--- config.mk ---
export PLATFORM = sky130hd
export DESIGN_NAME = simd_cmp_unit
export DESIGN_NICKNAME = d
export VERILOG_FILES = /design/src/rtl/vcmp_pkg.sv /design/src/rtl/vcmp_decode.sv /design/src/rtl/vcmp_lanes.sv /design/src/rtl/vcmp_summary.sv /design/src/rtl/simd_cmp_unit.sv
export SDC_FILE = /design/constraint.sdc
export NUM_CORES = 1
export LEC_CHECK = 0
export BUFFER_PORTS_ARGS = -buffer_cell sky130_fd_sc_hd__buf_4
export CORE_ASPECT_RATIO = 1.5
export CORE_UTILIZATION = 55
export CTS_CLUSTER_DIAMETER = 50
export CTS_CLUSTER_SIZE = 8
export DETAILED_ROUTE_END_ITERATION = 16
export PLACE_DENSITY = 0.78
export SLEW_MARGIN = 20
export SYNTH_ARGS = -nofsm -noshare
export SYNTH_HDL_FRONTEND = slang
export SYNTH_HIERARCHICAL = 1
export SYNTH_SLANG_ARGS = --single-unit
--- constraint.sdc ---
create_clock -name clk -period 6.69 [get_ports clk]
set_input_delay 0.3345 -clock clk [delete_from_list [all_inputs] [get_ports clk]]
set_output_delay 0.3345 -clock clk [all_outputs]
set_load 0.02 [all_outputs]
--- src/rtl/vcmp_pkg.sv ---
package vcmp_pkg;

    localparam int VEC_W       = 128;
    localparam int INSTR_W     = 32;
    localparam int REG_IDX_W   = 5;
    localparam int FLAG_W      = 4;
    localparam int NUM_WIDTHS  = 4;
    localparam int BASE_LANE_W = 8;
    localparam int XO_W        = 10;

    localparam logic [5:0] PRIMARY_OP = 6'b000100;
    localparam logic [4:0] XO_FIXED   = 5'b00011;

    typedef enum logic [1:0] {
        CMP_EQ  = 2'd0,
        CMP_NE  = 2'd1,
        CMP_GTU = 2'd2,
        CMP_GTS = 2'd3
    } cmp_pred_e;

    typedef enum logic [1:0] {
        LW_8  = 2'd0,
        LW_16 = 2'd1,
        LW_32 = 2'd2,
        LW_64 = 2'd3
    } lane_w_e;

    typedef struct packed {
        logic                 legal;
        cmp_pred_e            pred;
        lane_w_e              lw;
        logic                 rec;
        logic [REG_IDX_W-1:0] dest;
    } cmp_op_t;

    // All-true in bit 3, none-true in bit 1, from the two halves of a mask.
    function automatic logic [FLAG_W-1:0] summarize(input logic [VEC_W/2-1:0] hi,
                                                    input logic [VEC_W/2-1:0] lo);
        logic all_set;
        logic none_set;
        all_set  = &(hi & lo);
        none_set = ~|(hi | lo);
        return {all_set, 1'b0, none_set, 1'b0};
    endfunction

endpackage

--- src/rtl/vcmp_decode.sv ---
module vcmp_decode
    import vcmp_pkg::*;
(
    input  logic [INSTR_W-1:0] instr,
    output cmp_op_t            op
);

    logic [5:0]      primary;
    logic [XO_W-1:0] xo;
    logic            shape_ok;
    logic            dword;

    assign primary  = instr[31:26];
    assign xo       = instr[XO_W-1:0];
    assign shape_ok = (primary == PRIMARY_OP) && (xo[5:1] == XO_FIXED);
    assign dword    = (xo[7:6] == 2'b11);

    always_comb begin
        op       = '0;
        op.pred  = CMP_EQ;
        op.lw    = lane_w_e'(xo[7:6]);
        op.rec   = instr[10];
        op.dest  = instr[25:21];
        if (shape_ok) begin
            unique case (xo[9:8])
                2'b00: begin
                    // Low bit equal to the doubleword flag selects equality;
                    // a set low bit on a narrow lane selects inequality.
                    if (xo[0] == dword) begin
                        op.legal = 1'b1;
                        op.pred  = CMP_EQ;
                    end else if (xo[0] && !dword) begin
                        op.legal = 1'b1;
                        op.pred  = CMP_NE;
                    end
                end
                2'b10: begin
                    op.legal = (xo[0] == dword);
                    op.pred  = CMP_GTU;
                end
                2'b11: begin
                    op.legal = (xo[0] == dword);
                    op.pred  = CMP_GTS;
                end
                default: op.legal = 1'b0;
            endcase
        end
    end

endmodule

--- src/rtl/vcmp_lanes.sv ---
module vcmp_lanes
    import vcmp_pkg::*;
#(
    parameter int VEC_BITS = 128,
    parameter int LANE_W   = 8
) (
    input  cmp_pred_e            pred,
    input  logic [VEC_BITS-1:0]  a,
    input  logic [VEC_BITS-1:0]  b,
    output logic [VEC_BITS-1:0]  mask
);

    localparam int LANES = VEC_BITS / LANE_W;

    for (genvar i = 0; i < LANES; i++) begin : g_lane
        // Lane 0 sits at the most significant end of the vector.
        localparam int HI = VEC_BITS - 1 - i * LANE_W;
        logic [LANE_W-1:0] ea;
        logic [LANE_W-1:0] eb;
        logic              hit;

        assign ea = a[HI -: LANE_W];
        assign eb = b[HI -: LANE_W];

        always_comb begin
            unique case (pred)
                CMP_EQ:  hit = (ea == eb);
                CMP_NE:  hit = (ea != eb);
                CMP_GTU: hit = (ea > eb);
                CMP_GTS: hit = ($signed(ea) > $signed(eb));
                default: hit = 1'b0;
            endcase
        end

        assign mask[HI -: LANE_W] = {LANE_W{hit}};
    end

endmodule

--- src/rtl/vcmp_summary.sv ---
module vcmp_summary
    import vcmp_pkg::*;
#(
    parameter int VEC_BITS = 128
) (
    input  logic [VEC_BITS-1:0] mask,
    output logic [FLAG_W-1:0]   flags
);

    localparam int HALF = VEC_BITS / 2;

    assign flags = summarize(mask[VEC_BITS-1:HALF], mask[HALF-1:0]);

endmodule

--- src/rtl/simd_cmp_unit.sv ---
module simd_cmp_unit
    import vcmp_pkg::*;
#(
    parameter int VEC_BITS = vcmp_pkg::VEC_W
) (
    input  logic                 clk,
    input  logic                 rst,
    input  logic                 in_valid,
    input  logic [INSTR_W-1:0]   in_instr,
    input  logic [VEC_BITS-1:0]  in_src_a,
    input  logic [VEC_BITS-1:0]  in_src_b,
    output logic                 out_valid,
    output logic [VEC_BITS-1:0]  out_mask,
    output logic [REG_IDX_W-1:0] out_dest,
    output logic                 out_illegal,
    output logic                 out_flag_valid,
    output logic [FLAG_W-1:0]    out_flags
);

    cmp_op_t             op;
    logic [VEC_BITS-1:0] width_mask [NUM_WIDTHS];
    logic [VEC_BITS-1:0] sel_mask;
    logic [FLAG_W-1:0]   next_flags;
    logic                take;
    logic                take_rec;

    vcmp_decode u_decode (
        .instr (in_instr),
        .op    (op)
    );

    for (genvar w = 0; w < NUM_WIDTHS; w++) begin : g_width
        vcmp_lanes #(
            .VEC_BITS (VEC_BITS),
            .LANE_W   (BASE_LANE_W << w)
        ) u_lanes (
            .pred (op.pred),
            .a    (in_src_a),
            .b    (in_src_b),
            .mask (width_mask[w])
        );
    end

    assign sel_mask = width_mask[op.lw];

    vcmp_summary #(
        .VEC_BITS (VEC_BITS)
    ) u_summary (
        .mask  (sel_mask),
        .flags (next_flags)
    );

    assign take     = in_valid && op.legal;
    assign take_rec = take && op.rec;

    always_ff @(posedge clk) begin
        if (rst) begin
            out_valid      <= 1'b0;
            out_illegal    <= 1'b0;
            out_flag_valid <= 1'b0;
            out_flags      <= '0;
            out_mask       <= '0;
            out_dest       <= '0;
        end else begin
            out_valid      <= take;
            out_illegal    <= in_valid && !op.legal;
            out_flag_valid <= take_rec;
            if (take) begin
                out_mask <= sel_mask;
                out_dest <= op.dest;
            end
            if (take_rec) begin
                out_flags <= next_flags;
            end
        end
    end

endmodule

# Yosys cells after proc, flatten, opt, wreduce, memory -nomap -nowiden
# Cells that the tools add are included.
[totals]
reg_bits = 138
inputBits = 291
out_inout_bits = 140
elab_cells = 190
[op_classes]
n_lt_le_gt_ge = 61
eq_ne = 69
n_mux = 38
bitwise = 3
reduce_logical = 13
[op_table]
columns = ["op", "n"]
rows = [
  ["binary-select mux 128 bit (select 2 bit)", 1],
  ["greater-than comparator 16 bit", 16],
  ["greater-than comparator 32 bit", 8],
  ["greater-than comparator 64 bit", 4],
  ["greater-than comparator 8 bit", 32],
  ["2-to-1 mux 128 bit", 2],
  ["== test 16 bit", 8],
  ["== test 32 bit", 4],
  ["== test 64 bit", 2],
  ["== test 8 bit", 16],
  ["inequality test 16 bit", 8],
  ["inequality test 32 bit", 4],
  ["inequality test 64 bit", 2],
  ["inequality test 8 bit", 16],
  ["one-hot mux 1 bit (4 select lines)", 30],
  ["bitwise AND 64 bit", 1],
  ["bitwise OR 64 bit", 1],
  ["AND reduction 64 bit", 1],
  ["OR reduction 64 bit", 1],
  ["== test 2 bit (second input constant)", 5],
  ["2-to-1 mux 3 bit", 3],
  ["== test 6 x 3 -> 1 bit (second input constant)", 1],
  ["one-hot mux 2 bit (3 select lines)", 1],
  ["== test 5 x 2 -> 1 bit (second input constant)", 1],
  ["9 further kinds", 16],
]

# Depth between registers and ports, before layout
# Gate-level depths: netlist of the first run.
[logic_depth]
ltp_word = 15
mapped_depth = 20
ltp_nobuf = 18

# Hierarchy
# Netlist of the first run, hierarchy kept.
[modules_own_cells]
columns = ["mod", "n_inst", "cells_each", "area_each_um2", "seq_area_each_um2"]
rows = [
  ["simd_cmp_unit", 1, 1042, 10287.4, 2802.7],
  ["vcmp_lanes (g_width[0].u_lanes)", 1, 695, 4873.4, 0.0],
  ["vcmp_lanes (g_width[1].u_lanes)", 1, 635, 4458.0, 0.0],
  ["vcmp_lanes (g_width[2].u_lanes)", 1, 609, 4419.2, 0.0],
  ["vcmp_lanes (g_width[3].u_lanes)", 1, 603, 4294.1, 0.0],
  ["vcmp_summary", 1, 89, 560.5, 0.0],
  ["vcmp_decode", 1, 24, 190.2, 0.0],
]

# Worst setup path before layout of the first run
# No wires, ideal clock.
[synth_path]
kind = "input port to flip-flop"
start = "in in_instr[6]"
end = "reg out_flags[3]"
setup_time_ns = 0.065
arrival_ns = 7.108
slack_ns = -0.483
stages = 15
cell_sequence = "nand2_1 > ha_1 > or3b_1 > a2111oi_2 > inv_1 > o311ai_1 > buf_4 > mux2i_1 > a21oi_1 > nand4_1 > nor4_1 > nand4_1 > nor2_1 > mux2i_1 > nor2_1"
[synth_lines]
columns = ["element", "line", "rtl"]
rows = [
  ["start: declaration", "simd_cmp_unit.sv:9", "input logic [INSTR_W-1:0] in_instr,"],
  ["end signal: assignment", "simd_cmp_unit.sv:73", "out_flags <= next_flags;"],
  ["end: declaration", "simd_cmp_unit.sv:17", "output logic [FLAG_W-1:0] out_flags"],
]

==> metrics.yaml, run 1 <==
cts_tree: "done"
cts_resized: 0
hold_viol: 0
die_w_um: 189.8
syn_inst: 3697
row_count: 102
nNetsFinal: 4347
final_core_util: 0.5648
fin_crit_sh: 0.7534
dp_hpwl_um: 61250
via_per_inst: 5.861
drc_errors: 0
cts_hold_buffers: 0
end_kind: "register"
yosysSeqAreaShare: 0.09637
floorplan.initialDensity: 0.5599
hold_slack_ps: 135.1
post_drt_wl_per_cell_um: 18.15
fillers: 4801
place_inst: 4199
worst_pin_slew_ps: 1182
arrival_ps: 5410
grt_pass1_vias: 23790
crit_top_cell: "nor2_1"
rsz0062_at_grt: "false"
layout_min_cycle_time_ps: 5040
grt_max_degree: 137
cap_viol_max_count: 0
critical_path.slowest_cell: "nand3_2"
post-cts-setup-buffers: 0
clk_latency_ps: 430
dieArea_um2: 53820
cts_max_level: 4
final_layout_size_suffix_gt1_frac: 0.2238
gr-total-overflow: 0
io_pins: 431
timing.fmax_mhz: 198.4
start_kind: "input pin"
path_buf_inv: 2
slew_headroom: 0.2094
ys.flop_type: "dfxtp_1"
cts_made_buffers: 17
power_density_nw_per_um2: 99.96
layout_commonest_cell: "inv_1"
track_usage: 0.2765
hold_class: "in -> reg"
clock-root-buffer: "clkbuf_16"
setup_tns_ps: 0
peakVddDrop_mv: 0.1842
min_from: "in_instr[10]"
crit_type: "in -> reg"
grt_pass1_wl_um: 120700
synth-seq-cells: 140
antenna_found_initial: 6
core_area_um2: 51940
syn_avg_cell_area_um2: 7.867
yosys_warnings: 6
clock-sinks: 140
port-buffer-count: 420
crit_family: "simple AND/OR/NAND/NOR gates"
syn_area_um2: 29080
synthArstFlopShare: 0
skew_ps: 0
final_cells: 4234
synth.distinct_cells: 81
synth_edf_count: 0
max_stage_delay_ps: 580
status: "finished clean"
first_pass_iters: 7
cp.required_ps: 7060
power_mw: 2.933
gp_congestion: 0.9304
chipHeight_um: 283.6
mostFrequentLayoutCells: "inv_1 (539), ha_1 (514), buf_4 (456)"
drt-total-wl_um: 76830
setup_viol: 0
vias: 24810
reg2reg_from: "out_mask[119]"
cp-startpoint: "in_instr[7]"
clk_path_buf_depth: 2
dr.first_iter.drc_count: 1517
p_leak_nw: 14.81
path_clk_slew_ps: 60
critPathMaxFanout: 58
crit_chain: "buf_8, nand2_1, ha_1, or3b_1, a2111oi_4, buf_4, nand2b_1, a211o_1, nand3_2, mux2_4, nor2_1, a21oi_1, nor4_1, nand4_1, or4_1, nor2_1, mux2i_1, nor2_1"
finalMaxSlewViolations: 0
area_delta_synth_final_pct: 0.8820
postRouteAntennaNets: 0
-- per-stage QoR --
stage | area (µm²) | setup WS (ps)
after CTS | 29330 | 1713
final | 29340 | 1650
after floorplan | 29100 | 1111
after detailed placement | 28750 | 1274
after global routing | 29340 | 1331
after global placement | 28750 | 1364
-- final cells by class --
type | instances | area (µm²) | share of cell area
Timing Repair Buffer | 464 | 3570 | 0.1217
Inverter | 540 | 2027 | 0.06909
Tap cell | 676 | 845.8 | 0.02883
Clock buffer | 20 | 456.7 | 0.01557
Antenna cell | 5 | 12.51 | 0.0004265
Multi-Input combinational cell | 2379 | 19510 | 0.6649
Sequential cell | 140 | 2803 | 0.09553
Clock inverter | 10 | 117.6 | 0.004009
-- per-layer routing --
metal	global-route usage	routed length, µm
met1	0.3040	30020
met2	0.4984	38220
met3	0.04972	4649
met4	0.1452	3941
met5	0	0
-- power breakdown --
part	internal (mW)	switching, mW
Sequential	0.834	0.0000823
Clock	0.564	0.384
Combinational	0.497	0.654
Total	1.89	1.04
-- cells in the mapped netlist (8+ instances only) --
cell,number,share of area
inv_1,539,0.070
buf_4,524,0.14
ha_1,514,0.22
a21oi_1,338,0.058
nor2_1,196,0.025
nand2_1,158,0.020
mux2i_1,146,0.050
dfxtp_1,140,0.096
o21ai_1,134,0.023
nand4_1,127,0.027
a22oi_2,108,0.046
mux2_4,100,0.052
nand3_1,59,0.010
o21ai_0,52,0.0089
nor4_1,50,0.011
clkbuf_1,40,0.0052
a22oi_1,33,0.0085
o211ai_1,33,0.0085
buf_2,31,0.0053
a21o_1,30,0.0077
mux2_2,30,0.012
nor2b_1,30,0.0065
nor3_1,27,0.0046
buf_8,22,0.011
and4_1,17,0.0051
and2_1,13,0.0028
a211oi_1,12,0.0031
a221oi_1,12,0.0036
o21ai_2,12,0.0036
buf_12,11,0.0076
a211o_1,10,0.0030
a221o_1,10,0.0034
o311ai_1,10,0.0030
nand3b_1,9,0.0023
buf_6,8,0.0031
-- final timing paths --
| path | slack [ps] | cells past startpoint | to |
|---|---|---|---|
| min reg2reg | 450 | 2 | out_dest[2] |
| max reg2reg | 5920 | 2 | out_mask[119] |
| min | 140 | 2 | out_flag_valid |
| max | 1650 | 18 | out_flags[1] |
-- sequential cells by signal, summed over array words and instances, names as in the netlist --
signal,flops
out_mask,128
out_dest,5
out_flags,4
out_flag_valid,1
out_illegal,1
out_valid,1
-- cell families after synthesis --
logic type	synth area share
AND/OR/NAND/NOR	0.1317
multiplexers	0.1135
buffers and inverters	0.2379
adder cells (fa/ha/maj)	0.2211
AO/OA/AOI/OAI	0.1993
other	0.0001289
flip-flops	0.09637
Note: power is estimated with default switching activity, not from simulation.
==> inputs of run 2 (changes only) <==
==> constraint.sdc (replaced) <==
create_clock -name clk -period 4.1 [get_ports clk]
set_input_delay 0.205 -clock clk [delete_from_list [all_inputs] [get_ports clk]]
set_output_delay 0.205 -clock clk [all_outputs]
set_load 0.02 [all_outputs]
==> run 2 against run 1 <==
  * The flow now finishes with violations (negative setup slack)
  * Die area did not move
  * Final area increased by 21%
  * Critical path type unchanged
  * Critical endpoint unchanged
  * Largest cell class unchanged
  * Via count is 13% higher
  * Combinational power grew 97%
  * Flip-flop and latch count stayed put
==> metrics.yaml, run 2 (synthesis results as in run 1) <==
status: "finished with violations"
violations: "negative setup slack"
first_pass_iters: 7
clk_path_buf_depth: 2
p_switching_mw: 1.854
fin_crit_sh: 1.005
peakVddDrop_mv: 0.2849
port-buffer-count: 420
nNetsFinal: 5048
finalMaxSlewViolations: 0
path_clk_slew_ps: 60
clock_power_share: 0.313
setup_tns_ps: -22.36
final_layout_size_suffix_gt1_frac: 0.3727
crit_top_cell: "nand4_1"
reg_top3: "out_mask x128, out_dest x5, out_flags x4"
slew_headroom: 0.3566
placed_area_um2: 34300
grt_pass1_wl_um: 134000
ff2ff_setup_slack_ps: 3310
floorplan.initialDensity: 0.5599
final_core_util: 0.6830
hold_viol: 0
gp_congestion: 0.9636
max_stage_delay_ps: 600
grt_max_degree: 179
ff2ff_path_depth: 2
min_from: "in_instr[23]"
hold_class: "in -> reg"
crit_type: "in -> reg"
grt_pass1_vias: 27560
crit_chain: "buf_4, ha_1, nand4_1, or4_4, nor2_2, nand4_1, or3_4, o211ai_1, o311ai_4, buf_12, mux2i_2, a21oi_1, nor4_2, nand4_1, or4_4, nor2_1, mux2i_1, nor2_1"
clock-root-buffer: "clkbuf_16"
largest_reg_flops: 128
final_cell_area_um2: 35480
rsz0062_at_grt: "true"
swShare: 0.3516
min_to: "out_dest[2]"
skew_ps: 0
drc_errors: 0
cp-startpoint: "in_src_a[55]"
gr-total-overflow: 0
seq_power_share: 0.258
power_density_nw_per_um2: 148.6
cts_max_level: 4
internal_power_mw: 3.419
cp.required_ps: 4480
end_kind: "register"
setup_viol: 1
post_drt_wl_per_cell_um: 17.48
power_mw: 5.272
drt-total-wl_um: 86210
core_area_um2: 51940
area_delta_synth_final_pct: 21.98
p_leak_nw: 18.37
antenna_found_initial: 3
setup_slack_ps: -22.36
track_usage: 0.3069
dp_hpwl_um: 69450
arrival_ps: 4510
postRouteAntennaNets: 0
n_antenna_cell: 0
r2r-end: "out_mask[99]"
final_cells: 4932
mostFrequentLayoutCells: "buf_4 (1129), inv_1 (538), ha_1 (512)"
timing.fmax_mhz: 242.6
chipHeight_um: 283.6
reg2reg_from: "out_mask[99]"
layout_commonest_cell: "buf_4"
cap_viol_max_count: 0
clock-sinks: 140
layout_min_cycle_time_ps: 4122
die_w_um: 189.8
cts_made_buffers: 17
via_per_inst: 5.701
row_count: 102
critPathMaxFanout: 24
cts_tree: "done"
vias: 28120
io_pins: 431
critical_path.slowest_cell: "or4_4"
pre_cts_slack_ps: -539.6
dr.first_iter.drc_count: 1439
dieArea_um2: 53820
p_comb_frac: 0.429
place_inst: 4887
start_kind: "input pin"
clk_latency_ps: 440
top_register: "out_mask"
worst_pin_slew_ps: 965.1
worstHoldPathCells: 3
hold_slack_ps: 22.01
[run 2: cell count changes in the layout (fill, tap and decap cells not counted), moves of 5 or more]
cell     change
buf_12      +22
a21oi_1     -20
buf_4      +673
nor4_2      +19
mux2i_2     +15
mux2i_1     -18
nand3_4      +5
nor4_1      -20
diode_2      -5
a21oi_2     +20
[run 2: critical path: cells and delay by family]
kind            cells  cell delay [ps]
simple gates       10             2920
mux                 2              290
compound gates      3              470
fa+ha+maj           1              290
buf+inv             2              300
[run 2: timing repair]
action,in CTS,in global routing
cloned,0,2
hold buffers,1,0
endpoints found under the hold margin,1,0
gates resized for setup,4,95
setup buffers,0,10
pin swaps,1,35
endpoints found under the setup margin,2,2
[run 2: layer usage]
layer / routed length, µm / GRT usage / up-vias
met4: 5544 / 0.1931 / 6
met1: 32520 / 0.3267 / 13150
li1: - / - / 13640
met3: 5116 / 0.04625 / 316
met2: 42980 / 0.5582 / 1000
met5: 46 / 0 / -
[run 2: layout make-up]
type,instances,area (µm²)
clock buffer,19,442.9
sequential,140,2803
clock inverter,13,166.4
inverter,540,2029
fill,4007,16470
multi-input combinational,2380,20040
tap,676,845.8
timing repair buffer,1164,9145
[run 2: worst max path at each step]
stage	end	depth (start not counted)
floorplan	out_flags[3]	15
global placement	out_flags[1]	19
detailed placement	out_flags[1]	21
CTS	out_flags[1]	22
global route	out_flags[1]	21
finish	out_flags[1]	18
[run 2: power groups by stage]
stage,registers (mW),logic (mW),clock network [mW]
after floorplan,1.39,1.25,0
after global placement,1.39,2.11,0
after detailed placement,1.39,2.18,0
after CTS,1.36,2.20,1.66
after global routing,1.36,2.52,1.71
final,1.36,2.26,1.65
